$ cat config.mk
export PLATFORM = sky130hd
export DESIGN_NAME = sbm_burst_ctrl
export DESIGN_NICKNAME = d
export VERILOG_FILES = /design/src/rtl/sbm_pkg.sv /design/src/rtl/sbm_len_decode.sv /design/src/rtl/sbm_addr_step.sv /design/src/rtl/sbm_lat_timer.sv /design/src/rtl/sbm_burst_ctrl.sv
export SDC_FILE = /design/constraint.sdc
export NUM_CORES = 1
export LEC_CHECK = 0
export CAP_MARGIN = 20
export CORE_ASPECT_RATIO = 1.25
export CORE_MARGIN = 1
export CORE_UTILIZATION = 45
export DETAILED_ROUTE_END_ITERATION = 8
export PLACE_DENSITY = 0.91
export SLEW_MARGIN = 20
export SYNTH_ARGS = -nofsm -noshare
export SYNTH_HDL_FRONTEND = slang
export SYNTH_SLANG_ARGS = --single-unit
export TNS_END_PERCENT = 10
$ cat constraint.sdc
create_clock -name clk -period 5.1 [get_ports clk]
set_clock_uncertainty 0.2 [all_clocks]
set_input_delay 1.02 -clock clk [delete_from_list [all_inputs] [get_ports clk]]
set_output_delay 1.02 -clock clk [all_outputs]
set_load 0.02 [all_outputs]
$ cat src/rtl/sbm_pkg.sv
package sbm_pkg;

    typedef enum logic [1:0] {
        ST_IDLE = 2'd0,
        ST_ADDR = 2'd1,
        ST_LAT  = 2'd2,
        ST_DATA = 2'd3
    } sbm_state_e;

    localparam int LEN_CODE_W = 2;
    localparam int MIN_BURST  = 4;

endpackage

$ cat src/rtl/sbm_len_decode.sv
module sbm_len_decode
    import sbm_pkg::*;
#(
    parameter int CNT_W = 8
) (
    input  logic [LEN_CODE_W-1:0] len_code,
    output logic [CNT_W-1:0]      words
);
    localparam int NCODES = 1 << LEN_CODE_W;

    logic [CNT_W-1:0] table_w [NCODES];

    for (genvar i = 0; i < NCODES; i++) begin : g_len
        assign table_w[i] = CNT_W'(MIN_BURST << i);
    end

    assign words = table_w[len_code];

endmodule

$ cat src/rtl/sbm_addr_step.sv
module sbm_addr_step #(
    parameter int ADDR_W   = 22,
    parameter int ROW_BITS = 7
) (
    input  logic [ADDR_W-1:0] addr_cur,
    output logic [ADDR_W-1:0] addr_next,
    output logic              row_last
);
    assign addr_next = addr_cur + ADDR_W'(1);

    if (ROW_BITS < ADDR_W) begin : g_row_part
        assign row_last = &addr_cur[ROW_BITS-1:0];
    end else begin : g_row_full
        assign row_last = &addr_cur;
    end

endmodule

$ cat src/rtl/sbm_lat_timer.sv
module sbm_lat_timer #(
    parameter int LAT_W = 4
) (
    input  logic             clk,
    input  logic             rst_n,
    input  logic             load,
    input  logic [LAT_W-1:0] load_val,
    input  logic             dec,
    output logic [LAT_W-1:0] remaining
);
    logic [LAT_W-1:0] cnt_d, cnt_q;

    always_comb begin
        cnt_d = cnt_q;
        if (load) begin
            cnt_d = load_val;
        end else if (dec && cnt_q != '0) begin
            cnt_d = cnt_q - LAT_W'(1);
        end
    end

    always_ff @(posedge clk or negedge rst_n) begin
        if (!rst_n) cnt_q <= '0;
        else        cnt_q <= cnt_d;
    end

    assign remaining = cnt_q;

endmodule

$ cat src/rtl/sbm_burst_ctrl.sv
module sbm_burst_ctrl
    import sbm_pkg::*;
#(
    parameter int ADDR_W   = 22,
    parameter int DATA_W   = 16,
    parameter int LAT_W    = 4,
    parameter int ROW_BITS = 7
) (
    input  logic                  clk,
    input  logic                  rst_n,
    input  logic [1:0]            cfg_len_code,
    input  logic [LAT_W-1:0]      cfg_latency,
    input  logic                  req_valid,
    output logic                  req_ready,
    input  logic [ADDR_W-1:0]     req_addr,
    input  logic                  req_write,
    input  logic                  req_cont,
    input  logic                  abort,
    input  logic                  wr_valid,
    output logic                  wr_ready,
    input  logic [DATA_W-1:0]     wr_data,
    output logic                  rd_valid,
    input  logic                  rd_ready,
    output logic [DATA_W-1:0]     rd_data,
    output logic                  done,
    output logic [ROW_BITS:0]     done_count,
    output logic                  mem_clk_en,
    output logic                  mem_ce_n,
    output logic                  mem_adv_n,
    output logic                  mem_we_n,
    output logic                  mem_oe_n,
    output logic [ADDR_W-1:0]     mem_addr,
    output logic [DATA_W-1:0]     mem_dq_out,
    output logic                  mem_dq_oe,
    input  logic [DATA_W-1:0]     mem_dq_in
);
    localparam int CNT_W = ROW_BITS + 1;

    typedef struct packed {
        sbm_state_e       st;
        logic [ADDR_W-1:0] addr;
        logic             wr;
        logic             cont;
        logic [CNT_W-1:0] target;
        logic [CNT_W-1:0] moved;
        logic             done;
    } regs_t;

    regs_t d, q;

    logic [CNT_W-1:0]  cfg_words;
    logic [ADDR_W-1:0] addr_next;
    logic              row_last;
    logic              lat_load;
    logic              lat_dec;
    logic [LAT_W-1:0]  lat_left;
    logic              xfer;
    logic              last_word;
    logic [CNT_W-1:0]  moved_inc;

    sbm_len_decode #(.CNT_W(CNT_W)) u_len (
        .len_code (cfg_len_code),
        .words    (cfg_words)
    );

    sbm_addr_step #(.ADDR_W(ADDR_W), .ROW_BITS(ROW_BITS)) u_step (
        .addr_cur  (q.addr),
        .addr_next (addr_next),
        .row_last  (row_last)
    );

    sbm_lat_timer #(.LAT_W(LAT_W)) u_lat (
        .clk       (clk),
        .rst_n     (rst_n),
        .load      (lat_load),
        .load_val  (cfg_latency),
        .dec       (lat_dec),
        .remaining (lat_left)
    );

    // Handshake of the current data cycle: the memory clock advances with it.
    assign xfer      = (q.st == ST_DATA) && (q.wr ? wr_valid : rd_ready);
    assign moved_inc = q.moved + CNT_W'(1);
    assign last_word = q.cont ? row_last : (moved_inc == q.target);

    always_comb begin
        d        = q;
        d.done   = 1'b0;
        lat_load = 1'b0;
        lat_dec  = 1'b0;
        unique case (q.st)
            ST_IDLE: begin
                if (req_valid) begin
                    d.st     = ST_ADDR;
                    d.addr   = req_addr;
                    d.wr     = req_write;
                    d.cont   = req_cont;
                    d.target = cfg_words;
                    d.moved  = '0;
                    lat_load = 1'b1;
                end
            end
            ST_ADDR: begin
                d.st = (lat_left == '0) ? ST_DATA : ST_LAT;
            end
            ST_LAT: begin
                lat_dec = 1'b1;
                if (lat_left <= LAT_W'(1)) d.st = ST_DATA;
            end
            ST_DATA: begin
                if (xfer) begin
                    d.moved = moved_inc;
                    d.addr  = addr_next;
                end
            end
            default: d.st = ST_IDLE;
        endcase
        // Completion: last word moved, or early stop of a continuous burst.
        if ((xfer && last_word) || (q.st != ST_IDLE && q.cont && abort)) begin
            d.st   = ST_IDLE;
            d.done = 1'b1;
        end
    end

    always_ff @(posedge clk or negedge rst_n) begin
        if (!rst_n) begin
            q <= '{st: ST_IDLE, addr: '0, wr: 1'b0, cont: 1'b0,
                   target: '0, moved: '0, done: 1'b0};
        end else begin
            q <= d;
        end
    end

    assign req_ready  = (q.st == ST_IDLE);
    assign mem_ce_n   = (q.st == ST_IDLE);
    assign mem_adv_n  = (q.st != ST_ADDR);
    assign mem_we_n   = (q.st == ST_IDLE) ? 1'b1 : !q.wr;
    assign mem_oe_n   = !((q.st == ST_DATA) && !q.wr);
    assign mem_clk_en = (q.st == ST_ADDR) || (q.st == ST_LAT) || xfer;
    assign mem_addr   = q.addr;
    assign mem_dq_out = wr_data;
    assign mem_dq_oe  = (q.st == ST_DATA) && q.wr;
    assign wr_ready   = (q.st == ST_DATA) && q.wr;
    assign rd_valid   = (q.st == ST_DATA) && !q.wr;
    assign rd_data    = mem_dq_in;
    assign done       = q.done;
    assign done_count = q.done ? q.moved : '0;

endmodule

# Yosys cells after proc, flatten, opt, wreduce, memory -nomap -nowiden
# Index checks and enable logic that the tools add are counted.
[word_totals]
ff_bits = 47
latch_bits = 0
ramBits = 0
rom_bits = 0
inputBits = 68
output_inout_bits = 72
wordCells = 68
mem_count = 0
[op_classes]
n_addsub = 3
mul = 0
div = 0
n_lt_le_gt_ge = 2
n_eq_ne = 9
shifts = 0
mux = 22
n_bitwise = 1
n_reduce_logical = 23
[op_table]
columns = ["operator", "count"]
rows = [
  ["$pmux 22 s2", 1],
  ["$mux 42", 1],
  ["$mux 8", 4],
  ["$add 22x1->22 const B", 1],
  ["$mux 22", 1],
  ["$bmux 8 s2", 1],
  ["$pmux 8 s2", 1],
  ["$add 8x1->8 const B", 1],
  ["$eq 8x8->1", 1],
  ["$mux 1", 8],
  ["$mux 4", 2],
  ["$reduce_bool 4->1", 2],
  ["$logic_and 1x1->1", 7],
  ["$reduce_and 7->1", 1],
  ["$pmux 2 s3", 1],
  ["$reduce_and 3->1", 2],
  ["$reduce_bool 2->1", 3],
  ["$eq 2x2->1 const B", 2],
  ["$le 4x1->1 const B", 1],
  ["$logic_not 4->1", 1],
  ["$mux 2", 2],
  ["$ne 2x2->1 const B", 2],
  ["$sub 4x1->4 const B", 1],
  ["$ge 3x3->1 const B", 1],
  ["9 further kinds", 12],
]

# Logic depth before layout (Yosys ltp)
# Gate-level depths: netlist (run 1).
[logic_depth]
word_depth = 7
mapped_depth = 9
depth_no_buf = 7

# Modules after synthesis
# Synthesis (run 1) repeated with hierarchy kept, for this count alone.
[unflattened]
hier_cells = 392
hier_area_um2 = 3587.2
[by_module_without_submodules]
columns = ["mod", "instances", "cells_per_inst", "area_each_um2"]
rows = [
  ["sbm_burst_ctrl", 1, 296, 2805.2],
  ["sbm_addr_step", 1, 60, 454.2],
  ["sbm_lat_timer", 1, 27, 267.8],
  ["sbm_len_decode", 1, 9, 60.1],
]

# Least setup slack after synthesis (run 1)
# No wires, ideal clock.
[synth_path]
path_kind = "register -> output"
start = "register q[42] (netlist name)"
end = "output wr_ready"
arrival_ns = 1.691
t_required_ns = 3.880
setup_slack_ns = 2.189
stages_incl_launch_ff = 6
path_buffers = 3
path_cell_list = "dfrtp_1 ha_1 clkbuf_1 clkbuf_1 and2_1 buf_4"
[synth_between]
elab_chain_cells = 2
[synth_lines]
columns = ["item", "line", "source"]
rows = [
  ["start: declaration", "sbm_burst_ctrl.sv:49", "regs_t d, q;"],
  ["start signal: assignment", "sbm_burst_ctrl.sv:127", "q <= '{st: ST_IDLE, addr: '0, wr: 1'b0, cont: 1'b0,"],
  ["$eq 2x2->1", "--", ""],
  ["$logic_and 1x1->1", "--", ""],
  ["end: declaration", "sbm_burst_ctrl.sv:20", "output logic wr_ready,"],
]
# Every way passes these cells.

# Final worst setup path (run 1)
[layout_path]
start = "input wr_valid"
end = "output mem_clk_en"
[layout_between]
elab_chain_cells = 3
[layout_lines]
columns = ["item", "line", "source"]
rows = [
  ["start: declaration", "sbm_burst_ctrl.sv:19", "input logic wr_valid,"],
  ["$mux 1", "sbm_burst_ctrl.sv:82", "assign xfer = (q.st == ST_DATA) && (q.wr ? wr_valid : rd_ready);"],
  ["$logic_and 1x1->1", "sbm_burst_ctrl.sv:82", ""],
  ["$logic_or 1x1->1", "sbm_burst_ctrl.sv:139", "assign mem_clk_en = (q.st == ST_ADDR) || (q.st == ST_LAT) || xfer;"],
  ["end: declaration", "sbm_burst_ctrl.sv:27", "output logic mem_clk_en,"],
]
# Every way passes these cells.

==> results, run 1 <==
- The detailed placer's ending HPWL is 5150 um.
- In this run the tightest slew margin relative to its limit is around two fifths.
- The overall routed net length is 7310 um.
- The die extent in x is just under 80 um.
- The count of endpoints failing hold in the final timing report is 0.
- The clock-pin slew of the registers on the worst-case setup and hold paths is roughly 0.090 ns.
- The number of distinct standard cells referenced by the synthesized netlist is 48.
- Once the floorplan was initialized, standard cells occupied between 40% and 50% of the core.
- The setup check on the worst reg-to-reg path leaves a slack of approximately 2.1 ns.
- In the synthesized netlist the dominant register cell turns out to be sky130_fd_sc_hd__dfrtp_1.
- Synthesis inferred 43 register bits.
- STA puts the critical path data required time at 3.88 ns.
- The number of clock sinks seen by CTS is between 40 and 50.
- The number of antenna-violating nets in the routed design is 0.
- The worst supply voltage drop on vdd is about 0.00034 V.
- Setup violations remaining at the end of the flow were counted as 0.
- The number of setup buffers added after CTS is 0.
- The cell row count is 33.
- Data arrives at the worst endpoint at between 2 and 3 ns.
- The length of the first detailed-routing pass in iterations is 5.
- The global placer's final weighted congestion is 0.847.
- The number of clock buffers inserted by TritonCTS is 5.
- After synthesis, the largest area contributor takes up 33.7% of total cell area.
- The share of final-layout standard cells stronger than drive strength 1 is between 5 and 6%.
- The final number of max-transition violations is 0.
- The top achievable clock speed is 255 MHz.
- Port buffering added 75 buffers.
- The number of diodes added for antenna fixing is 0.
- The global router's overall resource usage is approximately 21%.
- The number of levels in the clock H-tree is 2.
- Counting the fill cells in the layout gives approximately 600.
- The number of nets handed over by synthesis was ~460.
- The class of the most critical setup path is primary input to primary output.
- The die covers around 7400 um^2.
- The largest fanout of any net on the critical path is 6.
- The floorplan step set the die height to between 90 and 100 um.
- The average vias per placed instance is ~5.6.
- At the end of the flow, the number of nets in the layout was 470.
- Summed over all instances, the cell type with the most area after synthesis is sky130_fd_sc_hd__dfrtp_1.
- The transition time at the pin with the least slew margin is ~0.9 ns.
- Entering global routing, the biggest net connects 44 pins.
- Max-cap violations in this run came to 0.
- The total overflow left after global routing is 0.
- Setup repair after global routing left no endpoint under its margin.
- The category of the worst setup path launch point is a primary input.
- Clock latency on the worst-skew pair, taken at its later pin, is 0.30 ns.
- The combined area of all synthesized cells is between 3000 and 4000 um^2.
- The number of gates resized after CTS is 0.
- The number of buffers added to fix hold violations after cts is 0.
- The CTS tree is yes.
- The flow ran to the end, and the final reports show no timing, DRC or antenna violations.
- The path type of the worst min-delay path is flip-flop to flip-flop.
- Synthesis produced 381 cells.
- The first global-routing pass estimated 12200 um of wire.
- The worst path uses between 70% and 80% of the clock period.
- The clock root buffer is sky130_fd_sc_hd__clkbuf_8.
- The top-level I/O count is between 100 and 150.
- The fraction of registers with async set/reset is 100%.
- The via count of the first global-routing pass is 2629.
- STA classifies the critical path endpoint as a primary output.
- Yosys mapped a number of flops with a built-in enable equal to 0.
- The Yosys step of the flow raised 0 warnings.
- The routed length per instance is around 15 um.
- For this block, the initial DRC count from the detailed router was between 200 and 300.
- The via count is approximately 2700.
- The sequential share of the synthesized area is 33.7%.
- The total negative slack for setup checks is 0 ns.
- Subtracting the final worst setup slack from the clock period gives around 4 ns.
- The core footprint is around 6700 um^2.
- The initial antenna violation count was 0.
- The analysis attributes to cell leakage a power of ~1.5 nW.
- The layout overhead on the synthesized area is 15.2%.
- In this run the power density over the cells is between 600 and 700 nW/um^2.
- The maximum number of buffers from clock root to sink is 2.
- The number of remaining DRC errors is 0.
- The average instance in the mapped netlist occupies roughly 8.4 um^2.
- The completed layout was analyzed and its total power is approximately 2.3 mW.
- After synthesis, the cell types taking the most area are sky130_fd_sc_hd__dfrtp_1 34%, sky130_fd_sc_hd__buf_4 13%, sky130_fd_sc_hd__o21ai_0 4.5%.
-- Yosys cell counts (all sizes together) (2+ instances only) --
cell / instances
a211oi: 6
or2: 2
and2: 10
clkbuf: 9
a21oi: 24
and4: 2
and3: 4
xnor2: 7
dfrtp: 43
or3: 2
mux2: 3
nand2: 30
inv: 14
nand3: 19
o22ai: 2
o21ai: 29
nand4: 4
a31oi: 2
buf: 62
nand2b: 6
a22oi: 8
o31ai: 6
xor2: 2
ha: 9
nor2b: 7
nor3: 4
nor2: 30
a31o: 2
a221oi: 3
nor4: 6
o21bai: 4
a311oi: 3
mux2i: 8
-- flip-flops by register name, summed over array words and instances, names as in the netlist --
register,flops
mem_addr,22
q,16
u_lat.remaining,4
done,1
-- metrics by stage --
step | utilization (%) | cell area (um^2) | instances | hold WS [ns] | worst slack, ns
floorplan | - | 3190 | 381 | 0.269 | 2.19
global placement | 53.2 | 3560 | 473 | 0.286 | 1.23
CTS | 54.9 | 3670 | 481 | 0.319 | 1.16
finish | 55.0 | 3680 | 481 | 0.307 | 1.18
detailed placement | 53.2 | 3560 | 473 | 0.299 | 1.17
global route | 55.0 | 3680 | 481 | 0.352 | 1.10
-- final timing paths --
path,end,startpoint,depth (start not counted)
worst max-delay path,mem_clk_en,wr_valid,5
worst min-delay path,q[12],q[12],2
worst max register to register,mem_addr[2],q[42],6
worst min register to register,q[12],q[12],2
max in group asynchronous,mem_addr[8],rst_n,1
min in group asynchronous,mem_addr[16],rst_n,1
-- logic make-up after synthesis --
kind of cell | synth area share (%)
flops | 33.7
xor+xnor | 2.47
compound gates | 19.2
mux | 3.57
buf+inv | 17.1
fa+ha+maj | 3.53
simple gates | 20.4
-- area by class of cell --
| class | instances | area [um^2] | share of cell area (%) |
|---|---|---|---|
| Multi-Input combinational cell | 253 | 1570 | 42.7 |
| Inverter | 14 | 52.6 | 1.43 |
| Tap cell | 87 | 109 | 2.96 |
| Sequential cell | 43 | 1080 | 29.3 |
| Clock inverter | 3 | 43.8 | 1.19 |
| Clock buffer | 5 | 68.8 | 1.87 |
| Timing Repair Buffer | 76 | 756 | 20.6 |
-- placed cells by master (no fill, tap or decap), types with 7 or more instances in the layout --
| cell type | Yosys | final |
|---|---|---|
| sky130_fd_sc_hd__and2_1 | 10 | 10 |
| sky130_fd_sc_hd__nor2b_1 | 7 | 7 |
| sky130_fd_sc_hd__a22oi_1 | 8 | 8 |
| sky130_fd_sc_hd__nor2_1 | 29 | 29 |
| sky130_fd_sc_hd__inv_1 | 14 | 14 |
| sky130_fd_sc_hd__ha_1 | 9 | 9 |
| sky130_fd_sc_hd__nand3_1 | 18 | 18 |
| sky130_fd_sc_hd__mux2i_1 | 8 | 8 |
| sky130_fd_sc_hd__nand2_1 | 30 | 30 |
| sky130_fd_sc_hd__clkdlybuf4s50_1 | 0 | 74 |
| sky130_fd_sc_hd__dfrtp_1 | 43 | 43 |
| sky130_fd_sc_hd__xnor2_1 | 7 | 7 |
| sky130_fd_sc_hd__o21ai_0 | 29 | 29 |
| sky130_fd_sc_hd__a21oi_1 | 24 | 24 |
-- metal layers --
layer	GRT usage, %	share of wire (%)	vias to the layer above
li1	-	-	1309
met1	25.5	42	1289
met2	36.0	52	103
met3	3.70	5.8	5
met4	7.86	0.55	0
met5	0	0	-
-- report_power, final --
group | switching (mW) | internal, mW
clock | 0.128 | 0.146
combinational | 0.764 | 0.581
sequential | 0.191 | 0.493
-- critical path, stage by stage --
cell and delay [ns]:
sky130_fd_sc_hd__clkdlybuf4s50_1 0.40, sky130_fd_sc_hd__mux2i_1 0.42, sky130_fd_sc_hd__nand2b_1 0.21, sky130_fd_sc_hd__nand2_1 0.09, sky130_fd_sc_hd__clkdlybuf4s50_1 0.55
Power figures use the tool's default switching activity.
==> inputs of run 2 (changes only) <==
Settings changed: CORE_UTILIZATION 45 to 43, PLACE_DENSITY 0.91 to 0.88.
Clock period 5.1 ns to 3.8 ns, I/O delays scaled along.
==> run 2 against run 1 <==
Die area rose by 4.5%. Power rose by 32%. Via count rose by 1.4%. Combinational power rose by 37%. Clock power rose by 7%. First-iteration DRC count fell by 38%. Setup slack got worse by 0.73 ns. Non-clock buffer count rose by 3. Count of clock-buffer cells in the layout rose by 1. Final cell count rose by 1.2%. Flip-flop and latch count did not move. Utilization fell by 2.9 points.
==> results, run 2 (synthesis gave the netlist of run 1 again) <==
- The routed length per instance was 15.5 um (+1.8%).
- The count of port buffers added during placement is 75 (unchanged).
- The layout overhead on the synthesized area came to 15.1% (about the same).
- The number of antenna-violating nets in the routed design was 0 (unchanged).
- The share of final-layout standard cells stronger than drive strength 1 is 6.05% (+0.46 points).
- By instance count, the cell type seen most on the critical path is sky130_fd_sc_hd__clkdlybuf4s50_1.
- The number of clock sinks seen by CTS is 43 (unchanged).
- The post-route clock period utilization is around 88%.
- Among cell families on the critical path, the largest total delay comes from buffers and inverters.
- The critical path goes through clkdlybuf4s50_1, mux2i_1, nand2b_1, nand2_1, clkdlybuf4s50_1.
- The core footprint came to 7060 um^2 (+5.6%).
- The critical path's slowest cell is sky130_fd_sc_hd__clkdlybuf4s50_1.
- The number of setup buffers added after CTS is 0 (unchanged).
- The worst flop-to-flop path startpoint is q[42].
- The final number of max-transition violations is 0 (unchanged).
- The origin of the worst setup path is wr_valid.
- The cell depth of the worst setup path is 5 (unchanged).
- The number of buffers added to fix hold violations after cts is 0 (unchanged).
- The run finished with clean final reports.
- The reg2reg setup slack is 1.27 ns (-0.85 ns).
- The total negative slack for setup checks is 0 ns (unchanged).
- The flip-flop count of the largest register after layout came to 22 (unchanged).
- The clock root buffer is sky130_fd_sc_hd__clkbuf_8.
- The die extent in x is 79.1 um (+2.2%).
- The detailed placer's ending HPWL came to 5340 um (+3.6%).
- The via count of the first global-routing pass is 2612 (-0.65%).
- The global placer's final weighted congestion came to 0.874 (+3.1%).
- The global route total overflow came to 0 (unchanged).
- The shortest period the worst path allows is between 3 and 4 ns.
- For this run, the top clock speed supported by timing is slightly below 300 MHz.
- The clock-pin slew of the registers on the worst-case setup and hold paths was 0.09 ns (about the same).
- The final setup violation count was 0 (unchanged).
- The number of remaining DRC errors came to 0 (unchanged).
- The number of clock buffers inserted by TritonCTS was 5 (unchanged).
- The tightest min-delay check is of the primary input to asynchronous set/reset pin type.
- The length of the first detailed-routing pass in iterations is 4 (-1).
- The standby leakage power is 1.53 nW (-0.16%).
- The max-slew headroom at the worst pin is 50.9% (+11 points).
- TritonCTS built the clock tree.
- Setup repair after global routing left no endpoint under its margin.
- The cell area after placement was 3590 um^2 (+0.74%).
- The total chip power is 3.04 mW (+32%).
- The global router's overall resource usage was 20.1% (-0.61 points).
- The number of gates resized after CTS is 0 (unchanged).
- The cell row count is 34 (+3.0%).
- The overall routed net length is 7530 um (+3.0%).
- The type of element capturing the critical path is a primary output.
- The power per standard cell area is 828 nW/um^2 (+32%).
- The data arrival at the endpoint of the critical path is 2.39 ns (-0.31 ns).
- The starting utilization of the core area was 45.2% (-2.5 points).
- The longest individual stage delay on the worst path is 0.54 ns (about the same).
- The initial antenna violation count was 0 (unchanged).
- The maximum number of buffers from clock root to sink was 2 (unchanged).
- The worst supply voltage drop on vdd is 0.000535 V (+57%).
- The average vias per placed instance is 5.64 (+0.19%).
- The first-pass GRT wire length is 12400 um (+1.7%).
- The via count was 2745 (+1.4%).
- Leaving out fill and tap cells, the most frequent cells in the layout are 74 x sky130_fd_sc_hd__clkdlybuf4s50_1, 43 x sky130_fd_sc_hd__dfrtp_1, 30 x sky130_fd_sc_hd__nand2_1.
- The height of the chip is 98.3 um (+2.3%).
- The transition time at the pin with the least slew margin was 0.730 ns (-0.175 ns).
- The most common cell after layout, fill and taps aside is sky130_fd_sc_hd__clkdlybuf4s50_1.
- The final design instance area without fill is 3670 um^2 (about the same).
- The count of filler cells inserted in the layout is 668 (+12%).
- The number of buffers and inverters on the critical path was 2 (unchanged).
- The clock latency on the worst-skew pair was 0.30 ns (about the same).
- The number of maximum-capacitance violations is 0 (unchanged).
- The worst setup path is launched from a primary input.
- The smallest setup slack after layout is 0.450 ns (-0.734 ns).
- The count of endpoints failing hold in the final timing report is 0 (unchanged).
- The number of levels in the clock H-tree is 2 (unchanged).
- The critical register-to-register path endpoint is mem_addr[16].
- The floorplan die area came to 7770 um^2 (+4.5%).
- The data required time at the worst endpoint is 2.84 ns (-1.04 ns).
- The starting DRC count in detailed routing is 171 (-38%).
- The worst setup path is of the primary input to primary output kind.
- The critical path ends at mem_clk_en.
- The maximum number of pins on one net before global-route repair is 44 (unchanged).
- The top-level I/O count is 140 (unchanged).
- The number of cells traversed by the worst register-to-register path is 8 (+2).
- The pre-CTS setup slack was 0.457 ns (-0.716 ns).
- The final layout net count is 473 (+0.64%).
- The number of diodes added for antenna fixing is 0 (unchanged).
- The largest fanout of any net on the critical path is 6 (unchanged).
run 2: cell count changes in the layout (fill, tap and decap cells not counted):
cell	before	now
sky130_fd_sc_hd__clkbuf_1	0	1
sky130_fd_sc_hd__buf_4	2	5
sky130_fd_sc_hd__clkinvlp_4	0	1
sky130_fd_sc_hd__clkinv_4	1	0
sky130_fd_sc_hd__bufinv_16	1	0
run 2: area by class of cell:
| class | instances | area (um^2) | area share [%] |
|---|---|---|---|
| inverter | 14 | 52.6 | 1.43 |
| clock inverter | 2 | 12.5 | 0.340 |
| timing repair buffer | 79 | 778 | 21.2 |
| clock buffer | 6 | 72.6 | 1.97 |
| sequential | 43 | 1080 | 29.3 |
| tap | 90 | 113 | 3.06 |
| multi-input combinational | 253 | 1570 | 42.7 |
run 2: report_power, final:
part,switching [mW],leakage [nW],internal (mW)
Sequential,0.257,0.515,0.661
Clock,0.164,0.0412,0.129
Combinational,1.04,0.971,0.792
Total,1.46,1.53,1.58
run 2: metal layers:
metal / vias up / wire (um) / track usage, %
li1: 1309 / - / -
met1: 1313 / 3130 / 25.8
met2: 112 / 3830 / 33.3
met3: 11 / 480 / 4.39
met4: 0 / 87 / 6.15
met5: - / 0 / 0
run 2: worst reg2reg max path, delay by kind of cell, from the launching register on:
family	cells	cell delay, ns
flip-flops	1	0.44
AND/OR/NAND/NOR	2	0.40
multiplexers	1	0.12
buffers and inverters	2	0.41
AO/OA/AOI/OAI	2	0.46
adder cells (fa/ha/maj)	1	0.37
run 2: worst min path at each step:
stage          start      endpoint  slack, ns
2_1_floorplan  rst_n          done       0.26
3_3_place_gp   q[13]         q[13]       0.28
3_5_place_dp   q[13]         q[13]       0.31
4_1_cts        q[13]         q[13]       0.32
5_1_grt        rst_n  mem_addr[15]       0.28
6_report       rst_n  mem_addr[18]       0.24
run 2: through the flow:
stage / util (%) / cells / hold WS [ns]
floorplan: - / 381 / 0.264
global placement: 50.8 / 479 / 0.285
detailed placement: 50.8 / 479 / 0.307
CTS: 52.0 / 487 / 0.324
global route: 52.0 / 487 / 0.280
finish: 52.0 / 487 / 0.239
==> inputs of run 3 (changes only) <==
Settings changed: CORE_ASPECT_RATIO 1.25 to not set.
==> run 3 against run 2 <==
Count of clock-buffer cells in the layout decreased by 1. Power is 2.7% higher. Sequential share of layout area is 0.31 points lower. Largest power group unchanged. Critical path type unchanged. Critical endpoint unchanged.
==> results, run 3 (synthesis gave the netlist of run 1 again) <==
- The run finished with clean final reports.
- The final number of max-transition violations was 0 (unchanged).
- The max-slew headroom at the worst pin is 53.7% (+2.8 points).
- The number of levels in the clock H-tree is 2 (unchanged).
- The post-route clock period utilization is 89.7% (+1.6 points).
- The global placer's final weighted congestion is 0.897 (+2.7%).
- The clock-pin slew of the registers on the worst-case setup and hold paths is 0.10 ns (about the same).
- The overall routed net length was 7520 um (-0.19%).
- The first-pass GRT wire length is 12100 um (-3.0%).
- The via count is 2741 (-0.15%).
- The length of the first detailed-routing pass in iterations is 4 (unchanged).
- The die extent in x came to 88.2 um (+12%).
- The final layout net count is 473 (unchanged).
- The cell row count is 31 (-8.8%).
- The count of endpoints failing hold in the final timing report is 0 (unchanged).
- The maximum number of pins on one net before global-route repair is 44 (unchanged).
- The count of filler cells inserted in the layout was 686 (+2.7%).
- The top achievable clock speed is 293 MHz (-1.7%).
- The shortest period the worst path allows is 3.41 ns (+0.0593 ns).
- The final standard cell utilization of the core came to 51.5% (-0.56 points).
- The number of remaining DRC errors is 0 (unchanged).
- The detailed placer's ending HPWL is 5300 um (-0.69%).
- The power per standard cell area came to 841 nW/um^2 (+1.6%).
- The longest individual stage delay on the worst path was 0.54 ns (about the same).
- The count of port buffers added during placement is 75 (unchanged).
- The number of buffers and inverters on the critical path is 2 (unchanged).
- The initial antenna violation count is 0 (unchanged).
- The core footprint came to 7210 um^2 (+2.2%).
- The starting DRC count in detailed routing is 170 (-0.58%).
- The global route total overflow is 0 (unchanged).
- The largest fanout of any net on the critical path is 6 (unchanged).
- The maximum number of buffers from clock root to sink was 2 (unchanged).
- In the layout the commonest cells are 74 x sky130_fd_sc_hd__clkdlybuf4s50_1, 43 x sky130_fd_sc_hd__dfrtp_1, 30 x sky130_fd_sc_hd__nand2_1.
- The flip-flop count of the largest register after layout is 22 (unchanged).
- The via count of the first global-routing pass is 2630 (+0.69%).
- The worst slack on hold paths is 0.245 ns (+0.00596 ns).
- The reg2reg setup slack is 1.07 ns (-0.20 ns).
- The floorplan die area is 7770 um^2 (about the same).
- STA classifies the critical path startpoint as a primary input.
- The number of buffers added to fix hold violations after cts came to 0 (unchanged).
- The most common cell after layout, fill and taps aside is sky130_fd_sc_hd__clkdlybuf4s50_1.
- The final setup violation count is 0 (unchanged).
- The family with the most delay on the worst path is buffers and inverters.
- Setup repair after global routing left no endpoint under its margin.
- The transition time at the pin with the least slew margin is 0.688 ns (-0.0422 ns).
- Walking the worst path, the cells encountered are clkdlybuf4s50_1, mux2i_1, nand2b_1, nand2_1, clkdlybuf4s50_1.
- The top-level I/O count is 140 (unchanged).
- The standby leakage power is 1.54 nW (+1.1%).
- The number of maximum-capacitance violations is 0 (unchanged).
- The number of clock buffers inserted by TritonCTS is 5 (unchanged).
- The number of setup buffers added after CTS is 0 (unchanged).
- The total negative slack for setup checks is 0 ns (unchanged).
- In this design, the critical path's most frequently occurring cell is sky130_fd_sc_hd__clkdlybuf4s50_1.
- The average vias per placed instance is 5.53 (-2.0%).
- The number of antenna-violating nets in the routed design is 0 (unchanged).
- The number of clock sinks seen by CTS is 43 (unchanged).
- The min-delay analysis places its worst path in the category primary input to asynchronous set/reset pin.
- The cell area after placement is 3600 um^2 (+0.31%).
- The height of the chip is 88.2 um (-10%).
- The starting utilization of the core area is 44.2% (-0.96 points).
- The CTS tree is yes.
- The class of the most critical setup path is primary input to primary output.
- The number of gates resized after CTS is 0 (unchanged).
- The final design instance area without fill came to 3710 um^2 (+1.1%).
- The data arrival at the endpoint of the critical path is 2.45 ns (+0.06 ns).
- The type of element capturing the critical path is a primary output.
- The global router's overall resource usage is 20.1% (about the same).
- The worst supply voltage drop on vdd is 0.000489 V (-8.7%).
- The slowest stage of the critical path is the sky130_fd_sc_hd__clkdlybuf4s50_1 cell.
- The number of diodes added for antenna fixing is 0 (unchanged).
- The share of final-layout standard cells stronger than drive strength 1 is 6.30% (+0.25 points).
- The clock latency on the worst-skew pair is 0.31 ns (about the same).
- The routed length per instance is 15.2 um (-2.0%).
- The data required time at the worst endpoint is 2.84 ns (about the same).
- The root buffer cell chosen for the clock tree is sky130_fd_sc_hd__clkbuf_8.
- Compared with the post-synthesis result, the final layout area differs by 16.3%.
[run 3: cell types whose count changed in the layout (fill, tap and decap cells not counted)]
| cell | previous run | this run |
|---|---|---|
| sky130_fd_sc_hd__clkinvlp_4 | 1 | 0 |
| sky130_fd_sc_hd__bufinv_16 | 0 | 1 |
| sky130_fd_sc_hd__clkinv_4 | 0 | 1 |
| sky130_fd_sc_hd__clkbuf_1 | 1 | 0 |
[run 3: path summary, 6_finish.rpt]
kind,from,to,depth (start not counted)
hold / removal,rst_n,mem_addr[14],1
min in group clk,q[14],q[14],2
max in group asynchronous,rst_n,u_lat.remaining[0],1
setup reg to reg,q[41],mem_addr[12],8
setup / recovery,wr_valid,mem_clk_en,5
hold reg to reg,q[14],q[14],2
[run 3: final cells by class]
cell class                      count  area, um^2  share of cell area, %
Tap cell                           99         124                   3.34
Sequential cell                    43        1080                   29.0
Inverter                           14        52.6                   1.42
Clock buffer                        5        68.8                   1.85
Clock inverter                      3        43.8                   1.18
Timing Repair Buffer               79         778                   21.0
Multi-Input combinational cell    253        1570                   42.3
[run 3: metrics by stage]
stage / cells / power, mW / setup slack, ns
after floorplan: 381 / 2.32 / 1.15
after global placement: 488 / 2.66 / 0.464
after detailed placement: 488 / 2.75 / 0.412
after CTS: 496 / 3.13 / 0.384
after global routing: 496 / 3.37 / 0.336
final: 496 / 3.12 / 0.390
[run 3: routing by layer]
| metal | part of all wire (%) | track usage (%) |
|---|---|---|
| met5 | 0 | 0 |
| met4 | 1.0 | 7.33 |
| met1 | 44 | 25.1 |
| met3 | 6.4 | 3.68 |
| met2 | 48 | 34.7 |
[run 3: where the power goes]
group	leakage (nW)	total (mW)	internal, mW	switching, mW
clock network	0.0581	0.371	0.196	0.175
logic	0.971	1.84	0.794	1.04
registers	0.515	0.916	0.661	0.255
